$ cat src/rtl/por_pkg.sv
package por_pkg;
  localparam int unsigned ADDR_W = 3;

  typedef enum logic [ADDR_W-1:0] {
    A_GSTS = 3'd0,
    A_GENA = 3'd1,
    A_GENB = 3'd2,
    A_SUP  = 3'd3,
    A_CTL  = 3'd4,
    A_CMD  = 3'd5,
    A_SMI  = 3'd6,
    A_SW   = 3'd7
  } reg_addr_e;

  // support register fields (neighbours decode these positions)
  localparam int unsigned SUP_SLP_S = 0;
  localparam int unsigned SUP_SLP_E = 1;
  localparam int unsigned SUP_LCK_S = 2;
  localparam int unsigned SUP_LCK_E = 3;
  localparam int unsigned SUP_SMI_S = 5;
  localparam int unsigned SUP_SMI_E = 6;

  // control register fields
  localparam int unsigned CTL_GATE  = 0;
  localparam int unsigned CTL_ROUTE = 1;
  localparam int unsigned CTL_LVL   = 2;
  localparam int unsigned CTL_LCLR  = 3;
  localparam int unsigned CTL_DRV   = 4;

  // command strobe fields
  localparam int unsigned CMD_SLP = 0;
  localparam int unsigned CMD_LCK = 1;

  // button register fields
  localparam int unsigned SW_STS = 0;
  localparam int unsigned SW_EN  = 1;

  localparam int unsigned NUM_CMD = 3;
endpackage

$ cat src/rtl/por_gen_bank.sv
module por_gen_bank #(
  parameter int unsigned N = 8
) (
  input  logic         clk_i,
  input  logic         rst_ni,
  input  logic [N-1:0] evt_i,
  input  logic         gate_i,
  input  logic [N-1:0] clr_i,
  input  logic         ld_ena_i,
  input  logic         ld_enb_i,
  input  logic [N-1:0] wdata_i,
  output logic [N-1:0] sts_o,
  output logic [N-1:0] ena_o,
  output logic [N-1:0] enb_o,
  output logic [N-1:0] qual_o
);
  logic [N-1:0] sts_q, ena_q, enb_q;

  for (genvar i = 0; i < N; i++) begin : g_bit
    always_ff @(posedge clk_i or negedge rst_ni) begin
      if (!rst_ni)        sts_q[i] <= 1'b0;
      else if (evt_i[i])  sts_q[i] <= 1'b1;
      else if (clr_i[i])  sts_q[i] <= 1'b0;
    end


    gen_sts_set_chk: assert property (@(posedge clk_i) disable iff (!rst_ni)
      $past(evt_i[i]) |-> sts_o[i]);
  end

  always_ff @(posedge clk_i or negedge rst_ni) begin
    if (!rst_ni) begin
      ena_q <= '0;
      enb_q <= '0;
    end else begin
      if (ld_ena_i) ena_q <= wdata_i;
      if (ld_enb_i) enb_q <= wdata_i;
    end
  end

  assign sts_o  = sts_q;
  assign ena_o  = ena_q;
  assign enb_o  = enb_q;
  assign qual_o = sts_q & ((ena_q & {N{~gate_i}}) | enb_q);
endmodule

$ cat src/rtl/por_cmd_bank.sv
module por_cmd_bank
  import por_pkg::*;
(
  input  logic                 clk_i,
  input  logic                 rst_ni,
  input  logic                 sup_wr_i,
  input  logic                 cmd_wr_i,
  input  logic                 smi_wr_i,
  input  logic [7:0]           wdata_i,
  output logic [7:0]           sup_o,
  output logic [NUM_CMD-1:0]   qual_o
);
  logic slp_s, slp_e, lck_s, lck_e, smi_s, smi_e;

  always_ff @(posedge clk_i or negedge rst_ni) begin
    if (!rst_ni) begin
      slp_s <= 1'b0; slp_e <= 1'b0;
      lck_s <= 1'b0; lck_e <= 1'b0;
      smi_s <= 1'b0; smi_e <= 1'b0;
    end else begin
      if (cmd_wr_i && wdata_i[CMD_SLP])        slp_s <= 1'b1;
      else if (sup_wr_i && wdata_i[SUP_SLP_S]) slp_s <= 1'b0;
      if (cmd_wr_i && wdata_i[CMD_LCK])        lck_s <= 1'b1;
      else if (sup_wr_i && wdata_i[SUP_LCK_S]) lck_s <= 1'b0;
      if (smi_wr_i)                            smi_s <= 1'b1;
      else if (sup_wr_i && wdata_i[SUP_SMI_S]) smi_s <= 1'b0;
      if (sup_wr_i) begin
        slp_e <= wdata_i[SUP_SLP_E];
        lck_e <= wdata_i[SUP_LCK_E];
        smi_e <= wdata_i[SUP_SMI_E];
      end
    end
  end

  always_comb begin
    sup_o            = '0;
    sup_o[SUP_SLP_S] = slp_s;
    sup_o[SUP_SLP_E] = slp_e;
    sup_o[SUP_LCK_S] = lck_s;
    sup_o[SUP_LCK_E] = lck_e;
    sup_o[SUP_SMI_S] = smi_s;
    sup_o[SUP_SMI_E] = smi_e;
  end

  assign qual_o = {smi_s & smi_e, lck_s & lck_e, slp_s & slp_e};


  smi_cmd_set_chk: assert property (@(posedge clk_i) disable iff (!rst_ni)
    $past(smi_wr_i) |-> sup_o[SUP_SMI_S]);


  slp_cmd_set_chk: assert property (@(posedge clk_i) disable iff (!rst_ni)
    $past(cmd_wr_i && wdata_i[CMD_SLP]) |-> sup_o[SUP_SLP_S]);
endmodule

$ cat src/rtl/por_out_stage.sv
module por_out_stage #(
  parameter int unsigned NSRC = 11
) (
  input  logic            clk_i,
  input  logic            rst_ni,
  input  logic            level_i,
  input  logic [NSRC-1:0] src_q_i,
  input  logic            sw_q_i,
  input  logic            clr_i,
  output logic            req_o
);
  logic [NSRC-1:0] src_d;
  logic            sw_d, sw_latch, req_q;
  logic            sw_rise, src_new;

  assign sw_rise = sw_q_i & ~sw_d;
  assign src_new = |(src_q_i & ~src_d);

  always_ff @(posedge clk_i or negedge rst_ni) begin
    if (!rst_ni) begin
      src_d    <= '0;
      sw_d     <= 1'b0;
      sw_latch <= 1'b0;
      req_q    <= 1'b0;
    end else begin
      src_d <= src_q_i;
      sw_d  <= sw_q_i;
      if (clr_i)                  sw_latch <= 1'b0;
      else if (level_i & sw_rise) sw_latch <= 1'b1;
      if (level_i) req_q <= (|src_q_i) | sw_latch | sw_rise;
      else         req_q <= src_new | sw_rise;
    end
  end

  assign req_o = req_q;


  lvl_hold_chk: assert property (@(posedge clk_i) disable iff (!rst_ni)
    (level_i && (|src_q_i)) |=> req_o);


  pulse_quiet_chk: assert property (@(posedge clk_i) disable iff (!rst_ni)
    (!level_i && (src_q_i == src_d) && (sw_q_i == sw_d)) |=> !req_o);


  sw_hold_chk: assert property (@(posedge clk_i) disable iff (!rst_ni)
    (sw_latch && !clr_i) |=> sw_latch);


  sw_release_chk: assert property (@(posedge clk_i) disable iff (!rst_ni)
    $fell(sw_latch) |-> $past(clr_i));
endmodule

$ cat src/rtl/pwroff_req_agg.sv
module pwroff_req_agg
  import por_pkg::*;
#(
  parameter int unsigned NUM_GEN = 8,
  parameter int unsigned DATA_W  = 8
) (
  input  logic               clk_i,
  input  logic               rst_ni,
  input  logic [NUM_GEN-1:0] gen_evt_i,
  input  logic               sw_evt_i,
  input  logic               wr_en_i,
  input  logic [ADDR_W-1:0]  wr_addr_i,
  input  logic [DATA_W-1:0]  wr_data_i,
  input  logic [ADDR_W-1:0]  rd_addr_i,
  output logic [DATA_W-1:0]  rd_data_o,
  output logic               por_req_o,
  output logic               por_oe_o
);
  localparam int unsigned NSRC = NUM_GEN + NUM_CMD;

  reg_addr_e waddr, raddr;
  assign waddr = reg_addr_e'(wr_addr_i);
  assign raddr = reg_addr_e'(rd_addr_i);

  logic wr_gsts, wr_gena, wr_genb, wr_sup, wr_ctl, wr_cmd, wr_smi, wr_sw;
  assign wr_gsts = wr_en_i && (waddr == A_GSTS);
  assign wr_gena = wr_en_i && (waddr == A_GENA);
  assign wr_genb = wr_en_i && (waddr == A_GENB);
  assign wr_sup  = wr_en_i && (waddr == A_SUP);
  assign wr_ctl  = wr_en_i && (waddr == A_CTL);
  assign wr_cmd  = wr_en_i && (waddr == A_CMD);
  assign wr_smi  = wr_en_i && (waddr == A_SMI);
  assign wr_sw   = wr_en_i && (waddr == A_SW);

  // control register and self-clearing level-clear command
  logic gate_q, route_q, lvl_q, drv_q, clr_pend;
  always_ff @(posedge clk_i or negedge rst_ni) begin
    if (!rst_ni) begin
      gate_q   <= 1'b0;
      route_q  <= 1'b0;
      lvl_q    <= 1'b0;
      drv_q    <= 1'b0;
      clr_pend <= 1'b0;
    end else begin
      clr_pend <= wr_ctl && wr_data_i[CTL_LCLR];
      if (wr_ctl) begin
        gate_q  <= wr_data_i[CTL_GATE];
        route_q <= wr_data_i[CTL_ROUTE];
        lvl_q   <= wr_data_i[CTL_LVL];
        drv_q   <= wr_data_i[CTL_DRV];
      end
    end
  end

  // switch-off button status and its stored (non-gating) enable
  logic sw_sts, sw_en;
  always_ff @(posedge clk_i or negedge rst_ni) begin
    if (!rst_ni) begin
      sw_sts <= 1'b0;
      sw_en  <= 1'b0;
    end else begin
      if (sw_evt_i)                        sw_sts <= 1'b1;
      else if (wr_sw && wr_data_i[SW_STS]) sw_sts <= 1'b0;
      if (wr_sw) sw_en <= wr_data_i[SW_EN];
    end
  end

  logic [NUM_GEN-1:0] gsts, gena, genb, gqual;
  por_gen_bank #(.N(NUM_GEN)) u_gen (
    .clk_i    (clk_i),
    .rst_ni   (rst_ni),
    .evt_i    (gen_evt_i),
    .gate_i   (gate_q),
    .clr_i    (wr_gsts ? wr_data_i[NUM_GEN-1:0] : '0),
    .ld_ena_i (wr_gena),
    .ld_enb_i (wr_genb),
    .wdata_i  (wr_data_i[NUM_GEN-1:0]),
    .sts_o    (gsts),
    .ena_o    (gena),
    .enb_o    (genb),
    .qual_o   (gqual)
  );

  logic [7:0]         sup;
  logic [NUM_CMD-1:0] cqual;
  por_cmd_bank u_cmd (
    .clk_i    (clk_i),
    .rst_ni   (rst_ni),
    .sup_wr_i (wr_sup),
    .cmd_wr_i (wr_cmd),
    .smi_wr_i (wr_smi),
    .wdata_i  (wr_data_i[7:0]),
    .sup_o    (sup),
    .qual_o   (cqual)
  );

  logic sw_q;
  assign sw_q = sw_sts & ~route_q;

  logic req;
  por_out_stage #(.NSRC(NSRC)) u_out (
    .clk_i   (clk_i),
    .rst_ni  (rst_ni),
    .level_i (lvl_q),
    .src_q_i ({cqual, gqual}),
    .sw_q_i  (sw_q),
    .clr_i   (clr_pend),
    .req_o   (req)
  );

  assign por_req_o = req;
  assign por_oe_o  = drv_q;

  always_comb begin
    rd_data_o = '0;
    unique case (raddr)
      A_GSTS: rd_data_o[NUM_GEN-1:0] = gsts;
      A_GENA: rd_data_o[NUM_GEN-1:0] = gena;
      A_GENB: rd_data_o[NUM_GEN-1:0] = genb;
      A_SUP:  rd_data_o[7:0] = sup;
      A_CTL: begin
        rd_data_o[CTL_GATE]  = gate_q;
        rd_data_o[CTL_ROUTE] = route_q;
        rd_data_o[CTL_LVL]   = lvl_q;
        rd_data_o[CTL_LCLR]  = clr_pend;
        rd_data_o[CTL_DRV]   = drv_q;
      end
      A_SW: begin
        rd_data_o[SW_STS] = sw_sts;
        rd_data_o[SW_EN]  = sw_en;
      end
      default: rd_data_o = '0;
    endcase
  end


  oe_rise_chk: assert property (@(posedge clk_i) disable iff (!rst_ni)
    $rose(por_oe_o) |-> $past(wr_ctl && wr_data_i[CTL_DRV]));


  lclr_selfclear_chk: assert property (@(posedge clk_i) disable iff (!rst_ni)
    (clr_pend && !(wr_ctl && wr_data_i[CTL_LCLR])) |=> !clr_pend);


  sw_route_block_chk: assert property (@(posedge clk_i) disable iff (!rst_ni)
    (route_q && !lvl_q && !(|gqual) && !(|cqual) && $stable(route_q)) |=> !por_req_o);
endmodule

$ cat config.mk
export PLATFORM = sky130hd
export DESIGN_NAME = pwroff_req_agg
export DESIGN_NICKNAME = d
export VERILOG_FILES = /design/src/rtl/por_pkg.sv /design/src/rtl/por_gen_bank.sv /design/src/rtl/por_cmd_bank.sv /design/src/rtl/por_out_stage.sv /design/src/rtl/pwroff_req_agg.sv
export SDC_FILE = /design/constraint.sdc
export NUM_CORES = 1
export LEC_CHECK = 0
export ABC_CLOCK_PERIOD_IN_PS = 1100
export BUFFER_PORTS_ARGS = -buffer_cell sky130_fd_sc_hd__buf_2
export CAP_MARGIN = 25
export CORE_ASPECT_RATIO = 1.25
export CORE_UTILIZATION = 45
export CTS_BUF_LIST = sky130_fd_sc_hd__clkbuf_4 sky130_fd_sc_hd__clkbuf_8 sky130_fd_sc_hd__clkbuf_16
export CTS_CLUSTER_DIAMETER = 50
export CTS_CLUSTER_SIZE = 30
export DETAILED_ROUTE_END_ITERATION = 12
export GPL_TIMING_DRIVEN = 0
export PLACE_DENSITY_LB_ADDON = 0.05
export REMOVE_ABC_BUFFERS = 1
export SYNTH_ARGS = -nofsm -noshare
export SYNTH_HDL_FRONTEND = slang
export SYNTH_SLANG_ARGS = --single-unit
export TNS_END_PERCENT = 20
$ cat constraint.sdc
create_clock -name clk_i -period 1.1 [get_ports clk_i]
set_input_delay 0.11 -clock clk_i [delete_from_list [all_inputs] [get_ports clk_i]]
set_output_delay 0.11 -clock clk_i [all_outputs]
set_load 0.05 [all_outputs]
# Yosys cells after proc, flatten, opt, wreduce, memory -nomap -nowiden

Index checks and enable logic that the tools add are counted.

Latch bits: 0
Memories kept: 0
Memory bits (writable): 0
Bits in read-only memories: 0
Output and inout bits: 10
Input port bits: 26
Register bits after elaboration: 51

Shift operators: 0
$lt $le $gt $ge: 0
Bitwise operators: 17
Reduce and logical (&&, ||, !) cells: 32
Eq/ne operators: 12
Add/subtract/negate cells: 0
Divide/modulo/power cells: 0
Multipliers: 0
Mux-type cells: 31

Operators with widths:

| operator                                             | number |
|---|---|
| 2-to-1 mux 1 bit                                     | 27 |
| nonzero test 2 bit                                   | 13 |
| OR reduction 11 bit                                  | 2 |
| equality test 3 bit (second input constant)          | 6 |
| AND 8 bit                                            | 2 |
| logical AND 1 bit                                    | 15 |
| case mux 3 bit (5 select lines)                      | 1 |
| equality test 3 x 2 -> 1 bit (second input constant) | 4 |
| case mux 2 bit (6 select lines)                      | 1 |
| case mux 3 bit (4 select lines)                      | 1 |
| AND 11 bit                                           | 1 |
| inverter 11 bit                                      | 1 |
| 2-to-1 mux 8 bit                                     | 1 |
| OR 8 bit                                             | 1 |
| AND 1 bit                                            | 6 |
| equality test 3 x 1 -> 1 bit (second input constant) | 2 |
| logical NOT 3 bit                                    | 2 |
| inverter 1 bit                                       | 3 |
| OR 1 bit                                             | 3 |

# Longest topological paths before layout

Depth in word-level cells: 8
Mapped depth: 6

# Hierarchy

A second synthesis with hierarchy kept.

Cell total of the unflattened synthesis: 220
Area, all modules: 2591.2 µm²

Modules (own cells, without submodules):

| module         | instances | area an instance (µm²) | cells each |
|---|---|---|---|
| por_gen_bank   | 1         | 1063.5                 | 74 |
| pwroff_req_agg | 1         | 734.5                  | 79 |
| por_out_stage  | 1         | 490.5                  | 40 |
| por_cmd_bank   | 1         | 302.8                  | 27 |

# Worst setup path before layout

OpenSTA, ideal clock, no wires.

Path kind: in2out
Start: in rd_addr_i[0]
End: out rd_data_o[4]
Cell stages on the path: 5
Arrival time: 1.769 ns
Setup slack: -0.779 ns
Path buffers: 2
Required time: 0.990 ns
Cell sequence: buf_2 -> buf_2 -> nand2_1 -> o22a_1 -> o21ai_0

Cells in the longest elaborated chain, start to end: 2
Elaborated cells between the ends (all ways): 6

Ends and longest elaborated chain:

| what                                        | line                  | RTL |
|---|---|---|
| start, declared                             | pwroff_req_agg.sv:14  | `input logic [ADDR_W-1:0] rd_addr_i,` |
| equality test 3 bit (tied with other cells) | pwroff_req_agg.sv:116 | `unique case (raddr)` |
| case mux 3 bit (5 select lines) *           | pwroff_req_agg.sv:116 |  |
| end, declared                               | pwroff_req_agg.sv:15  | `output logic [DATA_W-1:0] rd_data_o,` |

Every way passes the cells marked *; elsewhere a longest branch is shown, timed or not.

# Worst setup path after layout

Start: reg u_cmd.slp_s
End: out rd_data_o[0]

Cells in the longest elaborated chain, start to end: 1

Ends and longest elaborated chain:

| what                            | line                  | RTL |
|---|---|---|
| start, declared                 | por_cmd_bank.sv:13    | `logic slp_s, slp_e, lck_s, lck_e, smi_s, smi_e;` |
| start signal, assigned          | por_cmd_bank.sv:17    | `slp_s <= 1'b0; slp_e <= 1'b0;` |
| start signal, assigned          | por_cmd_bank.sv:21    | `if (cmd_wr_i && wdata_i[CMD_SLP]) slp_s <= 1'b1;` |
| start signal, assigned          | por_cmd_bank.sv:22    | `else if (sup_wr_i && wdata_i[SUP_SLP_S]) slp_s <= 1'b0;` |
| case mux 2 bit (6 select lines) | pwroff_req_agg.sv:116 |  |

Every way passes these cells.

==> impl_metrics.toml <==
[floorplan]
initial_standard_cell_utilization_of_the_core_pct = 46.80
pin_count = 36
dieHeight_um = 83.26
core_area_um2 = 5080
placement_rows = 29
die_width_um = 67.01
die-area_um2 = 5579

[logic_synthesis]
yosys.area.top_type_share_pct = 53.68
synth_area_leaders = "sky130_fd_sc_hd__dfrtp_1 54%, sky130_fd_sc_hd__mux2_2 9.5%, sky130_fd_sc_hd__mux4_2 4.7%"
post_synth_design_cell_area_um2 = 2377
sequential_share_of_the_synthesized_area_pct = 53.68
synth.largest_area_cell = "sky130_fd_sc_hd__dfrtp_1"
synth.lib_cells_used.distinct = 34
synth-seq-cells = 51
syn_avg_cell_area_um2 = 11.21
syn_inst = 212
ys_warn_count = 0

[cts]
clock_insertion_delay_worst_skew_ps = 310
max-clock-path-buffers = 2
tritoncts = "yes"
cts_inserted_buffers = 5
cts-htree-levels = 2
root_buffer = "sky130_fd_sc_hd__clkbuf_8"
clock_sink_count = 51
clock_slew_at_the_register_clock_pins_of_the_worst_setup_and_hold_paths_ps = 90

[critical_path]
worst-setup-path-type = "reg -> out"
startpoint_type = "register"
worst_ep_required_time_ps = 990
timing.critical_path.arrival_ps = 1570
endpoint_kind = "output port"
worst-path-max-fanout = 2

[global_route]
gr-total-overflow = 0
grt_first_pass_wirelength_mm = 9.349
vias_in_the_first_global_route = 1807
grt_util_all_layers_pct = 23.14
largest_net_degree_at_the_start_of_global_routing = 31
initial_antenna_violation_count = 0

[route]
drt_drc_violations_left = 0
avgViaCountPerCell = 5.318
routed_wire_length_per_instance_um = 16.93
vias = 1792
ant_nets = 0
first_pass_iters = 4
initialDrtViolationCount = 58
route.final.wire_length_mm = 5.705

[run]
cap_violations = 0

[final_layout]
mostFrequentLayoutCells = "49 x sky130_fd_sc_hd__dfrtp_1, 26 x sky130_fd_sc_hd__buf_2, 20 x sky130_fd_sc_hd__mux2_2, 19 x sky130_fd_sc_hd__nand2_1, 19 x sky130_fd_sc_hd__buf_4"
postLayoutCoreUtil_pct = 60.15
leading_cell_type_in_the_layout_fill_and_taps_excluded = "sky130_fd_sc_hd__dfrtp_1"
final-seq-area_um2 = 1279
multiInputGateArea_um2 = 1071
finalNonFillerCells = 337
area_delta_synth_final_pct = 28.53
fill_cells = 442
n_antenna_cell = 0
postLayoutCellArea_um2 = 3055
num-nets-final = 300
share_of_cells_above_drive_strength_1_pct = 39.64

[worst_hold_path]
worstHoldPathType = "in -> reg"

[status]
failed_checks = "negative setup slack"
status = "finished with violations"

[timing]
slew_headroom_pct = 63.84
tns_ps = -4012
timing.final.setup_violations = 10
clock_skew_ps = 10.75
timing.final.crit_share_pct = 152.5
final.setup.worst_slack_ps = -577.3
max_freq_mhz = 596.2
report.final.slew_viol_count = 0
unrepaired_setup_endpoints_after_global_routing = "true"
final.min_clock_period_ps = 1677
worst_slew_pin_slew_ps = 540.6
final_hold_viol_count = 0

[placement]
area_after_detailed_placement_um2 = 2614
place_congestion = 0.7364
detailed_place_hpwl_mm = 3.804
port_buffers = 35
pre_cts_ws_ps = -570.4
placed_cells = 303

[pwr]
p_leak_nw = 1.368
vdd_ir_drop_max_mv = 1.032
cellPowerDensity_nw_per_um2 = 1677
-- metrics by stage --
stage | total power, W | hold slack [ps]
6_report | 0.005124 | 60.04
5_1_grt | 0.005395 | 67.92
4_1_cts | 0.005124 | 57.76
3_5_place_dp | 0.003635 | 116.0
3_3_place_gp | 0.003601 | 287.7
2_1_floorplan | 0.003229 | -185.6
-- Yosys cell counts --
library cell / instances
sky130_fd_sc_hd__o22a_1: 1
sky130_fd_sc_hd__buf_4: 1
sky130_fd_sc_hd__o31ai_1: 2
sky130_fd_sc_hd__clkbuf_1: 1
sky130_fd_sc_hd__buf_2: 5
sky130_fd_sc_hd__o221ai_1: 1
sky130_fd_sc_hd__o21ai_0: 14
sky130_fd_sc_hd__inv_1: 18
sky130_fd_sc_hd__dfrtp_1: 51
sky130_fd_sc_hd__nor3b_1: 2
sky130_fd_sc_hd__nand2b_1: 2
sky130_fd_sc_hd__and2_1: 1
sky130_fd_sc_hd__o22ai_1: 5
sky130_fd_sc_hd__nor2_1: 11
sky130_fd_sc_hd__o21ai_1: 4
sky130_fd_sc_hd__nor3_2: 1
sky130_fd_sc_hd__and3_1: 2
sky130_fd_sc_hd__a31oi_1: 5
sky130_fd_sc_hd__a21o_1: 8
sky130_fd_sc_hd__nor3_1: 2
sky130_fd_sc_hd__nor2b_1: 11
sky130_fd_sc_hd__mux2_4: 2
sky130_fd_sc_hd__or2_1: 1
sky130_fd_sc_hd__nand3_1: 4
sky130_fd_sc_hd__mux2i_1: 2
sky130_fd_sc_hd__nor3_4: 1
sky130_fd_sc_hd__nand2b_4: 1
sky130_fd_sc_hd__nand2_1: 19
sky130_fd_sc_hd__nand4_1: 5
sky130_fd_sc_hd__nor2_2: 1
sky130_fd_sc_hd__mux2_2: 20
sky130_fd_sc_hd__nor3b_2: 1
sky130_fd_sc_hd__a21oi_1: 2
sky130_fd_sc_hd__mux4_2: 5
-- layer usage --
metal | GRT usage (%) | part of all wire, %
met5 | 0 | 0
met4 | 5.996 | 1.1
met3 | 4.258 | 2.8
met2 | 37.91 | 50
met1 | 30.94 | 46
-- power by group --
part	internal, W	switching [W]	leakage (nW)
Clock	0.000573	0.000628	0.0505
Sequential	0.00222	0.000225	0.581
Combinational	0.000721	0.000760	0.736
Total	0.00351	0.00161	1.37
-- final timing paths --
kind                            cells past startpoint  slack [ps]            from              to
worst max-delay path                                4        -580     u_cmd.slp_s    rd_data_o[0]
worst min-delay path                                2          60    wr_data_i[7]  u_gen.ena_o[7]
worst max register to register                      7        -310  u_gen.ena_o[3]     u_out.req_o
worst min register to register                      1         450        clr_pend  u_out.sw_latch
max in group asynchronous                           3         270          rst_ni  u_gen.ena_o[4]
min in group asynchronous                           2         300          rst_ni        clr_pend
-- critical path: stages, from the launching register on --
cell and delay, ps:
sky130_fd_sc_hd__dfrtp_1 420, sky130_fd_sc_hd__mux4_2 480, sky130_fd_sc_hd__nor2_2 90, sky130_fd_sc_hd__a31oi_1 50
sky130_fd_sc_hd__buf_4 220
-- cell families after synthesis --
| logic type | Yosys count | share of synthesized area [%] |
|---|---|---|
| flops | 51 | 53.68 |
| simple gates | 65 | 14.90 |
| compound gates | 42 | 10.74 |
| buf+inv | 25 | 4.368 |
| mux | 29 | 16.32 |
-- layout make-up --
class | count | area share, %
Multi-Input combinational cell | 136 | 35.05
Clock buffer | 7 | 3.153
Sequential cell | 51 | 41.85
Timing Repair Buffer | 62 | 14.95
Clock inverter | 1 | 0.2457
Tap cell | 62 | 2.539
Inverter | 18 | 2.211
-- sequential cells by signal, summed over array words and instances, names as in the netlist --
signal	cells
u_gen.ena_o	8
sw_en	1
u_out.sw_d	1
gate_q	1
sw_sts	1
clr_pend	1
u_cmd.lck_s	1
u_out.sw_latch	1
u_gen.enb_o	8
u_out.req_o	1
u_cmd.lck_e	1
u_cmd.slp_s	1
por_oe_o	1
u_out.src_d	11
u_cmd.slp_e	1
lvl_q	1
u_cmd.smi_e	1
u_gen.sts_o	8
u_cmd.smi_s	1
route_q	1
-- timing repair --
action                     4_1_cts  5_1_grt
hold endpoints to repair        30        0
setup endpoints to repair       37       18
buffers inserted                13        3
hold buffers                    10        0
pin swaps                        6        1
gates resized for setup         39        4
(Power assumes the default switching activity.)
